**config.mk**
```make
export PLATFORM = sky130hd
export DESIGN_NAME = osc_alarm_supervisor
export DESIGN_NICKNAME = d
export VERILOG_FILES = /design/src/rtl/osc_sup_pkg.sv /design/src/rtl/osc_alarm_cell.sv /design/src/rtl/osc_sup_regs.sv /design/src/rtl/osc_ovf_detect.sv /design/src/rtl/osc_alarm_supervisor.sv
export SDC_FILE = /design/constraint.sdc
export NUM_CORES = 1
export LEC_CHECK = 0
export ABC_AREA = 1
export BUFFER_PORTS_ARGS = -buffer_cell sky130_fd_sc_hd__buf_2
export CAP_MARGIN = 0
export CORE_UTILIZATION = 35
export CTS_BUF_LIST = sky130_fd_sc_hd__clkbuf_4
export DETAILED_ROUTE_END_ITERATION = 10
export HOLD_SLACK_MARGIN = 0.06
export PLACE_DENSITY_LB_ADDON = 0.15
export SLEW_MARGIN = 0
export SYNTH_ARGS = -nofsm -noshare
export SYNTH_HDL_FRONTEND = slang
export SYNTH_SLANG_ARGS = --single-unit
```
**constraint.sdc**
```tcl
create_clock -name clk -period 7 [get_ports clk]
set_clock_uncertainty 0.2 [all_clocks]
set_input_delay 0.7 -clock clk [delete_from_list [all_inputs] [get_ports clk]]
set_output_delay 0.7 -clock clk [all_outputs]
set_load 0.01 [all_outputs]
```
**src/rtl/osc_sup_pkg.sv**
```systemverilog
package osc_sup_pkg;

    typedef enum logic [1:0] {
        OSC_ARMED   = 2'd0,
        OSC_WARNED  = 2'd1,
        OSC_STOPPED = 2'd2
    } osc_state_e;

    localparam logic [7:0] OFS_THRESH = 8'h1C;
    localparam logic [7:0] OFS_ENABLE = 8'h20;
    localparam logic [7:0] OFS_DETUNE = 8'h24;
    localparam logic [7:0] OFS_MASK   = 8'h28;
    localparam logic [7:0] OFS_STOP   = 8'h2C;

endpackage

```
**src/rtl/osc_alarm_cell.sv**
```systemverilog
module osc_alarm_cell
    import osc_sup_pkg::*;
#(
    parameter int CNT_W = 8
) (
    input  logic             clk,
    input  logic             rst_n,
    input  logic             alarm_i,
    input  logic             en_i,
    input  logic [CNT_W-1:0] thr_i,
    input  logic             clr_mask_i,
    input  logic             clr_stop_i,
    output logic             mask_o,
    output logic             stop_o,
    output logic             stop_set_o
);

    osc_state_e       state_q, state_d;
    logic [CNT_W-1:0] cnt_q;
    logic [CNT_W:0]   cnt_inc;
    logic             counting, hit, clr_any;

    always_comb begin
        clr_any  = clr_mask_i | clr_stop_i;
        counting = alarm_i && en_i && (state_q != OSC_STOPPED);
        cnt_inc  = {1'b0, cnt_q} + {{CNT_W{1'b0}}, 1'b1};
        hit      = counting && (cnt_inc >= {1'b0, thr_i});
    end

    // state register
    always_ff @(posedge clk) begin
        if (!rst_n) state_q <= OSC_ARMED;
        else        state_q <= state_d;
    end

    // transitions: first_alarm, second_alarm, mask_release, stop_release
    always_comb begin
        state_d = state_q;
        unique case (state_q)
            OSC_ARMED: begin
                if (hit && !clr_any) state_d = OSC_WARNED;
            end
            OSC_WARNED: begin
                if (clr_mask_i)               state_d = OSC_ARMED;
                else if (hit && !clr_stop_i)  state_d = OSC_STOPPED;
            end
            OSC_STOPPED: begin
                if (clr_stop_i) state_d = OSC_ARMED;
            end
            default: state_d = OSC_ARMED;
        endcase
    end

    always_ff @(posedge clk) begin
        if (!rst_n)        cnt_q <= '0;
        else if (clr_any)  cnt_q <= '0;
        else if (hit)      cnt_q <= '0;
        else if (counting) cnt_q <= cnt_inc[CNT_W-1:0];
    end

    // outputs
    always_comb begin
        mask_o     = (state_q != OSC_ARMED);
        stop_o     = (state_q == OSC_STOPPED);
        stop_set_o = (state_q == OSC_WARNED) && (state_d == OSC_STOPPED);
    end

endmodule

```
**src/rtl/osc_sup_regs.sv**
```systemverilog
module osc_sup_regs
    import osc_sup_pkg::*;
#(
    parameter int NUM_OSC = 32,
    parameter int DATA_W  = 32,
    parameter int ADDR_W  = 8,
    parameter int CNT_W   = 8
) (
    input  logic               clk,
    input  logic               rst_n,
    input  logic               bus_wr,
    input  logic               bus_rd,
    input  logic [ADDR_W-1:0]  bus_addr,
    input  logic [DATA_W-1:0]  bus_wdata,
    input  logic [NUM_OSC-1:0] stop_set,
    input  logic [NUM_OSC-1:0] mask_vec,
    input  logic [NUM_OSC-1:0] stop_vec,
    output logic [NUM_OSC-1:0] en_q,
    output logic [NUM_OSC-1:0] detune_q,
    output logic [CNT_W-1:0]   thr_q,
    output logic [NUM_OSC-1:0] clr_mask,
    output logic [NUM_OSC-1:0] clr_stop,
    output logic               stop_wr,
    output logic [DATA_W-1:0]  bus_rdata
);

    logic wr_thr, wr_en, wr_det, wr_mask;

    always_comb begin
        wr_thr   = bus_wr && (bus_addr == ADDR_W'(OFS_THRESH));
        wr_en    = bus_wr && (bus_addr == ADDR_W'(OFS_ENABLE));
        wr_det   = bus_wr && (bus_addr == ADDR_W'(OFS_DETUNE));
        wr_mask  = bus_wr && (bus_addr == ADDR_W'(OFS_MASK));
        stop_wr  = bus_wr && (bus_addr == ADDR_W'(OFS_STOP));
        clr_mask = wr_mask ? ~bus_wdata[NUM_OSC-1:0] : '0;
        clr_stop = stop_wr ? ~bus_wdata[NUM_OSC-1:0] : '0;
    end

    always_ff @(posedge clk) begin
        if (!rst_n) begin
            en_q     <= '0;
            detune_q <= '0;
            thr_q    <= '1;
        end else begin
            en_q <= (wr_en ? bus_wdata[NUM_OSC-1:0] : en_q) & ~stop_set;
            if (wr_det) detune_q <= bus_wdata[NUM_OSC-1:0];
            if (wr_thr) thr_q    <= bus_wdata[CNT_W-1:0];
        end
    end

    always_ff @(posedge clk) begin
        if (!rst_n) begin
            bus_rdata <= '0;
        end else if (bus_rd) begin
            unique case (bus_addr)
                ADDR_W'(OFS_THRESH): bus_rdata <= DATA_W'(thr_q);
                ADDR_W'(OFS_ENABLE): bus_rdata <= DATA_W'(en_q);
                ADDR_W'(OFS_DETUNE): bus_rdata <= DATA_W'(detune_q);
                ADDR_W'(OFS_MASK):   bus_rdata <= DATA_W'(mask_vec);
                ADDR_W'(OFS_STOP):   bus_rdata <= DATA_W'(stop_vec);
                default:             bus_rdata <= '0;
            endcase
        end
    end

endmodule

```
**src/rtl/osc_ovf_detect.sv**
```systemverilog
module osc_ovf_detect #(
    parameter int NUM_OSC    = 32,
    parameter int STOP_LIMIT = 0
) (
    input  logic               clk,
    input  logic               rst_n,
    input  logic [NUM_OSC-1:0] stop_vec,
    input  logic [NUM_OSC-1:0] stop_set,
    input  logic               clear,
    output logic               ovf_o
);

    localparam int CW = $clog2(NUM_OSC + 1);

    logic [NUM_OSC-1:0] stop_nxt;
    logic [CW-1:0]      n_stop;

    always_comb begin
        stop_nxt = stop_vec | stop_set;
        n_stop   = '0;
        for (int i = 0; i < NUM_OSC; i++) begin
            n_stop = n_stop + CW'(stop_nxt[i]);
        end
    end

    always_ff @(posedge clk) begin
        if (!rst_n)     ovf_o <= 1'b0;
        else if (clear) ovf_o <= 1'b0;
        else if ((|stop_set) && (int'(n_stop) > STOP_LIMIT)) ovf_o <= 1'b1;
    end

endmodule

```
**src/rtl/osc_alarm_supervisor.sv**
```systemverilog
module osc_alarm_supervisor #(
    parameter int NUM_OSC    = 32,
    parameter int DATA_W     = 32,
    parameter int ADDR_W     = 8,
    parameter int CNT_W      = 8,
    parameter int STOP_LIMIT = 0
) (
    input  logic               clk,
    input  logic               rst_n,
    input  logic               bus_wr,
    input  logic               bus_rd,
    input  logic [ADDR_W-1:0]  bus_addr,
    input  logic [DATA_W-1:0]  bus_wdata,
    output logic [DATA_W-1:0]  bus_rdata,
    input  logic [NUM_OSC-1:0] alarm_i,
    output logic [NUM_OSC-1:0] osc_en_o,
    output logic [NUM_OSC-1:0] osc_detune_o,
    output logic               shutdown_ovf_o
);

    logic [NUM_OSC-1:0] mask_vec, stop_vec, stop_set;
    logic [NUM_OSC-1:0] clr_mask, clr_stop;
    logic [CNT_W-1:0]   thr_q;
    logic               stop_wr;

    osc_sup_regs #(
        .NUM_OSC(NUM_OSC), .DATA_W(DATA_W), .ADDR_W(ADDR_W), .CNT_W(CNT_W)
    ) i_regs (
        .clk(clk), .rst_n(rst_n),
        .bus_wr(bus_wr), .bus_rd(bus_rd), .bus_addr(bus_addr), .bus_wdata(bus_wdata),
        .stop_set(stop_set), .mask_vec(mask_vec), .stop_vec(stop_vec),
        .en_q(osc_en_o), .detune_q(osc_detune_o), .thr_q(thr_q),
        .clr_mask(clr_mask), .clr_stop(clr_stop), .stop_wr(stop_wr),
        .bus_rdata(bus_rdata)
    );

    for (genvar g = 0; g < NUM_OSC; g++) begin : g_cell
        osc_alarm_cell #(.CNT_W(CNT_W)) i_cell (
            .clk(clk), .rst_n(rst_n),
            .alarm_i(alarm_i[g]), .en_i(osc_en_o[g]), .thr_i(thr_q),
            .clr_mask_i(clr_mask[g]), .clr_stop_i(clr_stop[g]),
            .mask_o(mask_vec[g]), .stop_o(stop_vec[g]), .stop_set_o(stop_set[g])
        );
    end

    osc_ovf_detect #(.NUM_OSC(NUM_OSC), .STOP_LIMIT(STOP_LIMIT)) i_ovf (
        .clk(clk), .rst_n(rst_n),
        .stop_vec(stop_vec), .stop_set(stop_set), .clear(stop_wr),
        .ovf_o(shutdown_ovf_o)
    );

endmodule

```
==> results of run 1 <==
## metrics by stage
stage,util (%),cells,cell area (um^2),worst slack [ns]
after CTS,41.1,5683,33100,0.154
after global routing,41.2,5685,33200,0.0787
after detailed placement,38.2,5391,30800,0.178
after floorplan,-,4208,28600,0.511
after global placement,38.2,5391,30800,0.182
final,41.2,5685,33200,0.493
## cells in the mapped netlist, types with 10 or more instances
cell and instances:
a211oi_1 68, a21oi_1 426, a31oi_1 19, buf_2 10
buf_4 33, clkbuf_1 72, dfxtp_1 425, fa_1 23
ha_1 296, inv_1 633, nand2_1 1077, nand3_1 160
nand3b_1 13, nand4_1 25, nor2_1 454, nor3_1 20
o2111ai_1 29, o21ai_0 117, o22ai_1 49, or2_1 15
or2_2 25, xor2_1 142
## sequential cells by signal (all words and copies together) (netlist names)
name and cells:
i_regs.bus_rdata 32, i_regs.thr_q 8, i_regs.detune_q 32, g_cell.i_cell.state_q 64, i_regs.en_q 32, i_ovf.ovf_o 1
g_cell.i_cell.cnt_q 256
## layout make-up
class	instances	area [um^2]	area share (%)
Clock inverter	43	307	0.923
Tap cell	1060	1330	3.99
Sequential cell	425	8510	25.6
Clock buffer	187	1400	4.23
Timing Repair Buffer	304	2120	6.39
Multi-Input combinational cell	3022	17100	51.5
Inverter	643	2420	7.29
Antenna cell	1	2.50	0.00754
## worst max path at each step
stage                         startpoint          end  slack, ns  cells after the start
6_report       g_cell[0].i_cell.cnt_q[0]  i_ovf.ovf_o       0.49                     30
5_1_grt        g_cell[0].i_cell.cnt_q[0]  i_ovf.ovf_o       0.08                     27
4_1_cts        g_cell[1].i_cell.cnt_q[0]  i_ovf.ovf_o       0.15                     29
3_5_place_dp   g_cell[1].i_cell.cnt_q[0]  i_ovf.ovf_o       0.18                     29
3_3_place_gp   g_cell[1].i_cell.cnt_q[0]  i_ovf.ovf_o       0.18                     29
2_1_floorplan            i_regs.thr_q[0]  i_ovf.ovf_o       0.51                     25
## placed cells by master, fill, tap and decap left out, drive strengths merged
master / synthesis / final
nand2: 1078 / 1078
inv: 634 / 636
nor2: 458 / 458
a21oi: 426 / 426
dfxtp: 425 / 425
ha: 296 / 296
buf: 46 / 242
clkbuf: 72 / 187
nand3: 161 / 161
xor2: 142 / 142
o21ai: 122 / 122
a211oi: 68 / 68
dlygate4sd3: 0 / 62
o22ai: 49 / 49
clkinv: 9 / 45
or2: 42 / 42
nand4: 34 / 34
o2111ai: 29 / 29
fa: 23 / 23
nor3: 21 / 21
a31oi: 19 / 19
nand3b: 13 / 13
xnor2: 9 / 9
o32ai: 9 / 9
o221ai: 7 / 7
a211o: 6 / 6
o21bai: 4 / 4
bufinv: 0 / 4
a221oi: 3 / 3
diode: 0 / 1
or4: 1 / 1
nor4: 1 / 1
o31ai: 1 / 1
clkinvlp: 0 / 1
## logic make-up after synthesis
| kind of cell | synth area share [%] |
|---|---|
| AO/OA/AOI/OAI | 14.7 |
| buffers and inverters | 10.5 |
| AND/OR/NAND/NOR | 25.8 |
| flip-flops | 29.8 |
| adder cells (fa/ha/maj) | 14.6 |
| XOR/XNOR | 4.63 |
## layer usage
metal / vias up / GRT usage (%)
met1: 12200 / 28.4
met5: - / 0
met3: 182 / 4.18
li1: 14300 / -
met2: 570 / 34.5
met4: 0 / 9.50
## timing repair
action                                  4_1_cts  5_1_grt
resized for setup                             0       15
buffers inserted                              0        1
hold buffers                                 62        0
endpoints found under the hold margin       302        0
endpoints found under the setup margin        0        1
## power groups by stage
stage | registers, uW | logic (uW) | clock network (uW)
final | 2430 | 191 | 2590
after detailed placement | 2490 | 165 | 0
after CTS | 2430 | 192 | 2700
after floorplan | 2490 | 79.6 | 0
after global placement | 2490 | 166 | 0
after global routing | 2430 | 209 | 2820
## worst reg2reg max path: cells and delay by family (launching register included)
family	cells	cell delay, ns
AO/OA/AOI/OAI	1	0.05
AND/OR/NAND/NOR	14	1.07
XOR/XNOR	1	0.22
adder cells (fa/ha/maj)	10	4.32
flip-flops	1	0.34
buffers and inverters	4	0.19
==> impl_metrics.csv, run 1 <==
group,metric,value,unit
clock_network,cts-root-buf,"clkbuf_4",
clock_network,cts_buffer_depth,3,
routing,wl_met1,42500,um
grt,grt_max_degree,96,
outcome,status,"finished with violations",
die,row_count,104,
sta,layout_min_cycle_time,6.51,ns
hold_path,min_path_cells,3,
worst_setup_path,critPathLaunchType,"register",
synthesis,ys_seq_area_share,29.8,%
synthesis,ys_warn_count,0,
outcome,violations,"design-rule violations",
worst_setup_path,endpoint_kind,"register",
sta,setup_tns,0,ns
clock_network,cts_sinks,425,
synthesis,synth_enable_flop_cells,0,
sta,hold-worst-slack,0.185,ns
routing,firstDrtPassIters,8,
pwr,finalPower,5210,uW
routing,routed.top_layer,"met4",
worst_setup_path,worstReg2RegEnd,"i_ovf.ovf_o",
routing,via_per_inst,4.79,
synthesis,avgSynthCellArea,6.79,um^2
worst_setup_path,critPathMaxFanout,5,
clock_network,cts_buffers,137,
pwr,p_switching,1340,uW
worst_setup_path,r2r_slack,0.49,ns
synthesis,synth_nets,4603,
sta,slew_headroom,28.1,%
clock_network,clkLatencyLatePin,0.99,ns
routing,first_iter_violations,1390,
worst_setup_path,crit_type,"register to register",
sta,rsz0062_at_grt,"no",
place,gp_congestion,0.842,
die,die_w,288,um
synthesis,synth_top_area_share,29.8,%
worst_setup_path,path_buf_inv,4,
hold_path,hp-class,"input port to register",
synthesis,synth_cell_types,44,
pwr,seq_power_share,46.7,%
die,die_y,288,um
grt,grtUsageTotal,21.7,%
synthesis,synth-seq-cells,425,
clock_network,clk_pin_slew,0.06,ns
routing,post_drt_wl_per_cell,15.8,um
die,dieArea,82700,um^2
grt,antenna_found_initial,1,
cells_and_area,drive_gt1_share,11.2,%
worst_setup_path,cpMostUsedCell,"nand2_1",
grt,grt-ovfl-total,0,
synthesis,synth_area,28600,um^2
sta,finalCritPeriodShare,93.0,%
place,placement.io_buffers,172,
pwr,p_clk_share,49.7,%
synthesis,netlist_instances,4208,
worst_setup_path,cp.arrival,7.14,ns
cells_and_area,syn2layout_area_growth,16.2,%
synthesis,synth_top_area_cell,"dfxtp_1",
clock_network,cts_tree,"built",
pwr,vdd_drop_max,0.126,mV
pwr,power.density,157,nW/um^2
sta,fmax,154,MHz
worst_setup_path,rr_startpoint,"g_cell[0].i_cell.cnt_q[0]",
routing,wl_met3,4530,um
hold_path,hold_start,"alarm_i[8]",
pwr,cellLeakagePower,0.0169,uW
sta,hold_violations,0,
synthesis,synthArstFlopShare,0,%
clock_network,htree_levels,4,
worst_setup_path,crit_path_max_incr_delay,0.56,ns
cells_and_area,nNetsFinal,4928,
routing,via_count,27200,
worst_setup_path,critPathRequiredTime,7.63,ns
place,hpwl,63600,um
routing,wirelength,89800,um
pwr,p_comb_share,3.7,%
worst_setup_path,cpMaxStageDelayCell,"fa_2",
die,initial_core_util,35.4,%
routing,ant_nets,0,
sta,slew_viol_final,0,
synthesis,synth_flop_cell,"dfxtp_1",
pwr,intPower,3870,uW
synthesis,synth.top_cells.by_area,"dfxtp_1, nand2_1, ha_1",
grt,grt_pass1_wl,139000,um
worst_setup_path,worstRegToRegCells,30,
hold_path,min_to,"g_cell[8].i_cell.cnt_q[4]",
grt,grt_pass1_vias,25600,
pwr,p_sw_share,25.7,%
routing,wl_met2,39400,um
run,cap_violations,0,
worst_setup_path,cp_top_family,"adder cells",
die,core,80700,um^2
cells_and_area,n_fill_cell,8637,
die,io_pins,173,
sta,setup_viol,0,
routing,drc_errors,20,
sta,tightest_slew,1.08,ns
Power figures use the tool's default switching activity.
==> run 2: changes to the inputs <==
- CTS_CLUSTER_DIAMETER: unset -> 30
- GPL_ROUTABILITY_DRIVEN: unset -> 1
- SYNTH_HIERARCHICAL: unset -> 1
==> run 2 against run 1 <==
The flow still finishes with violations (design-rule violations). Design area rose by 12%. Power rose by 3.8%. Final cell count rose by 11%. Clock power rose by 7%. Fmax fell by 2.7%. Sequential power barely moved. Core utilization rose by 0.94 points. Critical path type unchanged. Critical endpoint is now i_ovf/ovf_o. Largest power group unchanged.
==> impl_metrics.csv, run 2 <==
group,metric,value,unit
die,io_pins,173,
cells_and_area,layout_common_cells,"nand2_1, inv_1, nor2_1, dfxtp_1, a21oi_1",
worst_setup_path,cpMostUsedCell,"nand2_1",
sta,finalCritPeriodShare,95.5,%
clock_network,clkLatencyLatePin,1.01,ns
synthesis,synth_top_area_share,27.1,%
sta,layout_min_cycle_time,6.68,ns
grt,grt-ovfl-total,0,
clock_network,cts-root-buf,"clkbuf_4",
die,die_w,302,um
worst_setup_path,cp.depth,34,
sta,setup_viol,0,
routing,via_count,29700,
synthesis,synth_area,31400,um^2
die,dieArea,90900,um^2
pwr,vdd_drop_max,0.124,mV
sta,hold_violations,0,
grt,grt_pass1_wl,152000,um
sta,slew_viol_final,0,
grt,grt_max_degree,108,
routing,wirelength,97000,um
die,core,88600,um^2
synthesis,ys_seq_area_share,27.1,%
pwr,cellLeakagePower,0.0199,uW
worst_setup_path,cp_top_family,"adder cells",
place,placement.io_buffers,172,
worst_setup_path,crit_path_max_incr_delay,0.59,ns
routing,first_iter_violations,1625,
worst_setup_path,cpMaxStageDelayCell,"fa_2",
synthesis,avgSynthCellArea,6.81,um^2
outcome,violations,"design-rule violations",
clock_network,htree_levels,4,
grt,grtUsageTotal,21.4,%
routing,post_drt_wl_per_cell,15.3,um
synthesis,ys_warn_count,6,
synthesis,synth-seq-cells,425,
routing,firstDrtPassIters,11,
sta,setup_tns,0,ns
sta,tightest_slew,1.09,ns
worst_setup_path,crit_type,"register to register",
cells_and_area,syn2layout_area_growth,18.9,%
worst_setup_path,critPathMaxFanout,4,
synthesis,synthArstFlopShare,0,%
die,die_y,302,um
place,gp_congestion,0.845,
clock_network,cts_sinks,425,
synthesis,synth_nets,5005,
synthesis,synth_top_area_cell,"dfxtp_1",
clock_network,cts_buffer_depth,3,
synthesis,synth_enable_flop_cells,0,
outcome,status,"finished with violations",
clock_network,clk_pin_slew,0.06,ns
clock_network,cts_buffers,152,
die,initial_core_util,35.4,%
pwr,power.density,145,nW/um^2
synthesis,synth_cell_types,37,
cells_and_area,layout_commonest_cell,"nand2_1",
worst_setup_path,worstRegToRegCells,34,
synthesis,synth.top_cells.by_area,"dfxtp_1, nand2_1, ha_1",
cells_and_area,nNetsFinal,5431,
grt,antenna_found_initial,6,
routing,ant_nets,0,
place,hpwl,69700,um
hold_path,min_path_cells,8,
worst_setup_path,cp.arrival,7.36,ns
cells_and_area,regMostFlops,"g_cell.i_cell/cnt_q",
run,cap_violations,0,
worst_setup_path,critPathRequiredTime,7.68,ns
cells_and_area,top_regs,"g_cell.i_cell/cnt_q: 256 flops, g_cell.i_cell/state_q: 64 flops",
cells_and_area,drive_gt1_share,23.5,%
synthesis,netlist_instances,4610,
grt,grt_pass1_vias,27900,
synthesis,post-synth-top-count-cell,"nand2_1",
clock_network,cts_tree,"built",
sta,slew_headroom,27.5,%
cells_and_area,largest_reg_flops,256,
hold_path,hp-class,"input port to register",
sta,fmax,150,MHz
worst_setup_path,critPathLaunchType,"register",
routing,drc_errors,9,
cells_and_area,post-route-util,42.1,%
routing,via_per_inst,4.69,
worst_setup_path,path_buf_inv,4,
worst_setup_path,endpoint_kind,"register",
synthesis,yosys-top-cells-count,"nand2_1, inv_1, nor2_1, dfxtp_1, a21oi_1",
die,row_count,109,
synthesis,synth_flop_cell,"dfxtp_1",
==> run 2: kinds of logic after synthesis <==
kind of cell / Yosys count / synth area share [%]
AO/OA/AOI/OAI: 651 / 11.8
adder cells (fa/ha/maj): 319 / 13.3
flip-flops: 425 / 27.1
AND/OR/NAND/NOR: 2292 / 33.2
XOR/XNOR: 128 / 4.34
buffers and inverters: 795 / 10.2
==> run 2: per-layer routing <==
layer,vias to the layer above,GRT usage (%),part of all wire (%)
met5,-,0,0.013
met4,2,6.95,2.1
li1,15600,-,-
met3,137,4.01,5.4
met2,637,34.5,45
met1,13400,28.6,48
==> run 2: per-stage QoR <==
| stage | hold slack [ns] | cells | instance area [um^2] | setup slack, ns | total power (uW) |
|---|---|---|---|---|---|
| floorplan | 0.251 | 4610 | 31400 | 0.395 | 2560 |
| global placement | 0.242 | 5950 | 34100 | 0.131 | 2660 |
| detailed placement | 0.253 | 5950 | 34100 | 0.0798 | 2660 |
| CTS | 0.0611 | 6297 | 36700 | 0.0538 | 5540 |
| global route | 0.169 | 6334 | 37300 | -0.0285 | 5680 |
| finish | 0.200 | 6334 | 37300 | 0.315 | 5410 |
==> run 2: worst paths after layout <==
check                             startpoint                   to  slack, ns
setup / recovery  g_cell[17].i_cell/cnt_q[0]          i_ovf/ovf_o       0.32
hold / removal                   bus_addr[5]  i_regs/bus_rdata[2]       0.20
setup reg to reg  g_cell[17].i_cell/cnt_q[0]          i_ovf/ovf_o       0.32
hold reg to reg                  i_ovf/ovf_o          i_ovf/ovf_o       0.25
==> run 2: cell type report <==
type	instances	area [um^2]
Fill cell	9355	51300
Clock inverter	83	465
Timing Repair Buffer	359	2630
Multi-Input combinational cell	3390	20000
Inverter	708	2690
Sequential cell	425	8570
Antenna cell	8	20.0
Tap cell	1165	1460
Clock buffer	196	1470
==> run 2: where the power goes <==
part	switching [uW]	internal, uW
clock	1300	1470
combinational	147	67.0
sequential	1.73	2420
==> run 2: worst min-delay path, stage by stage <==
cell      delay, ns
buf_2          0.09
inv_1          0.03
nand2_1        0.06
nor2_2         0.13
nand3_1        0.10
nand2_1        0.06
o21bai_1       0.13
a21oi_1        0.06
==> run 2: timing repair <==
action                     in CTS  in global routing
setup endpoints to repair       0                  1
setup buffers                   0                 29
hold endpoints to repair      355                  0
gates resized for setup         0                114
hold buffers                   68                  0
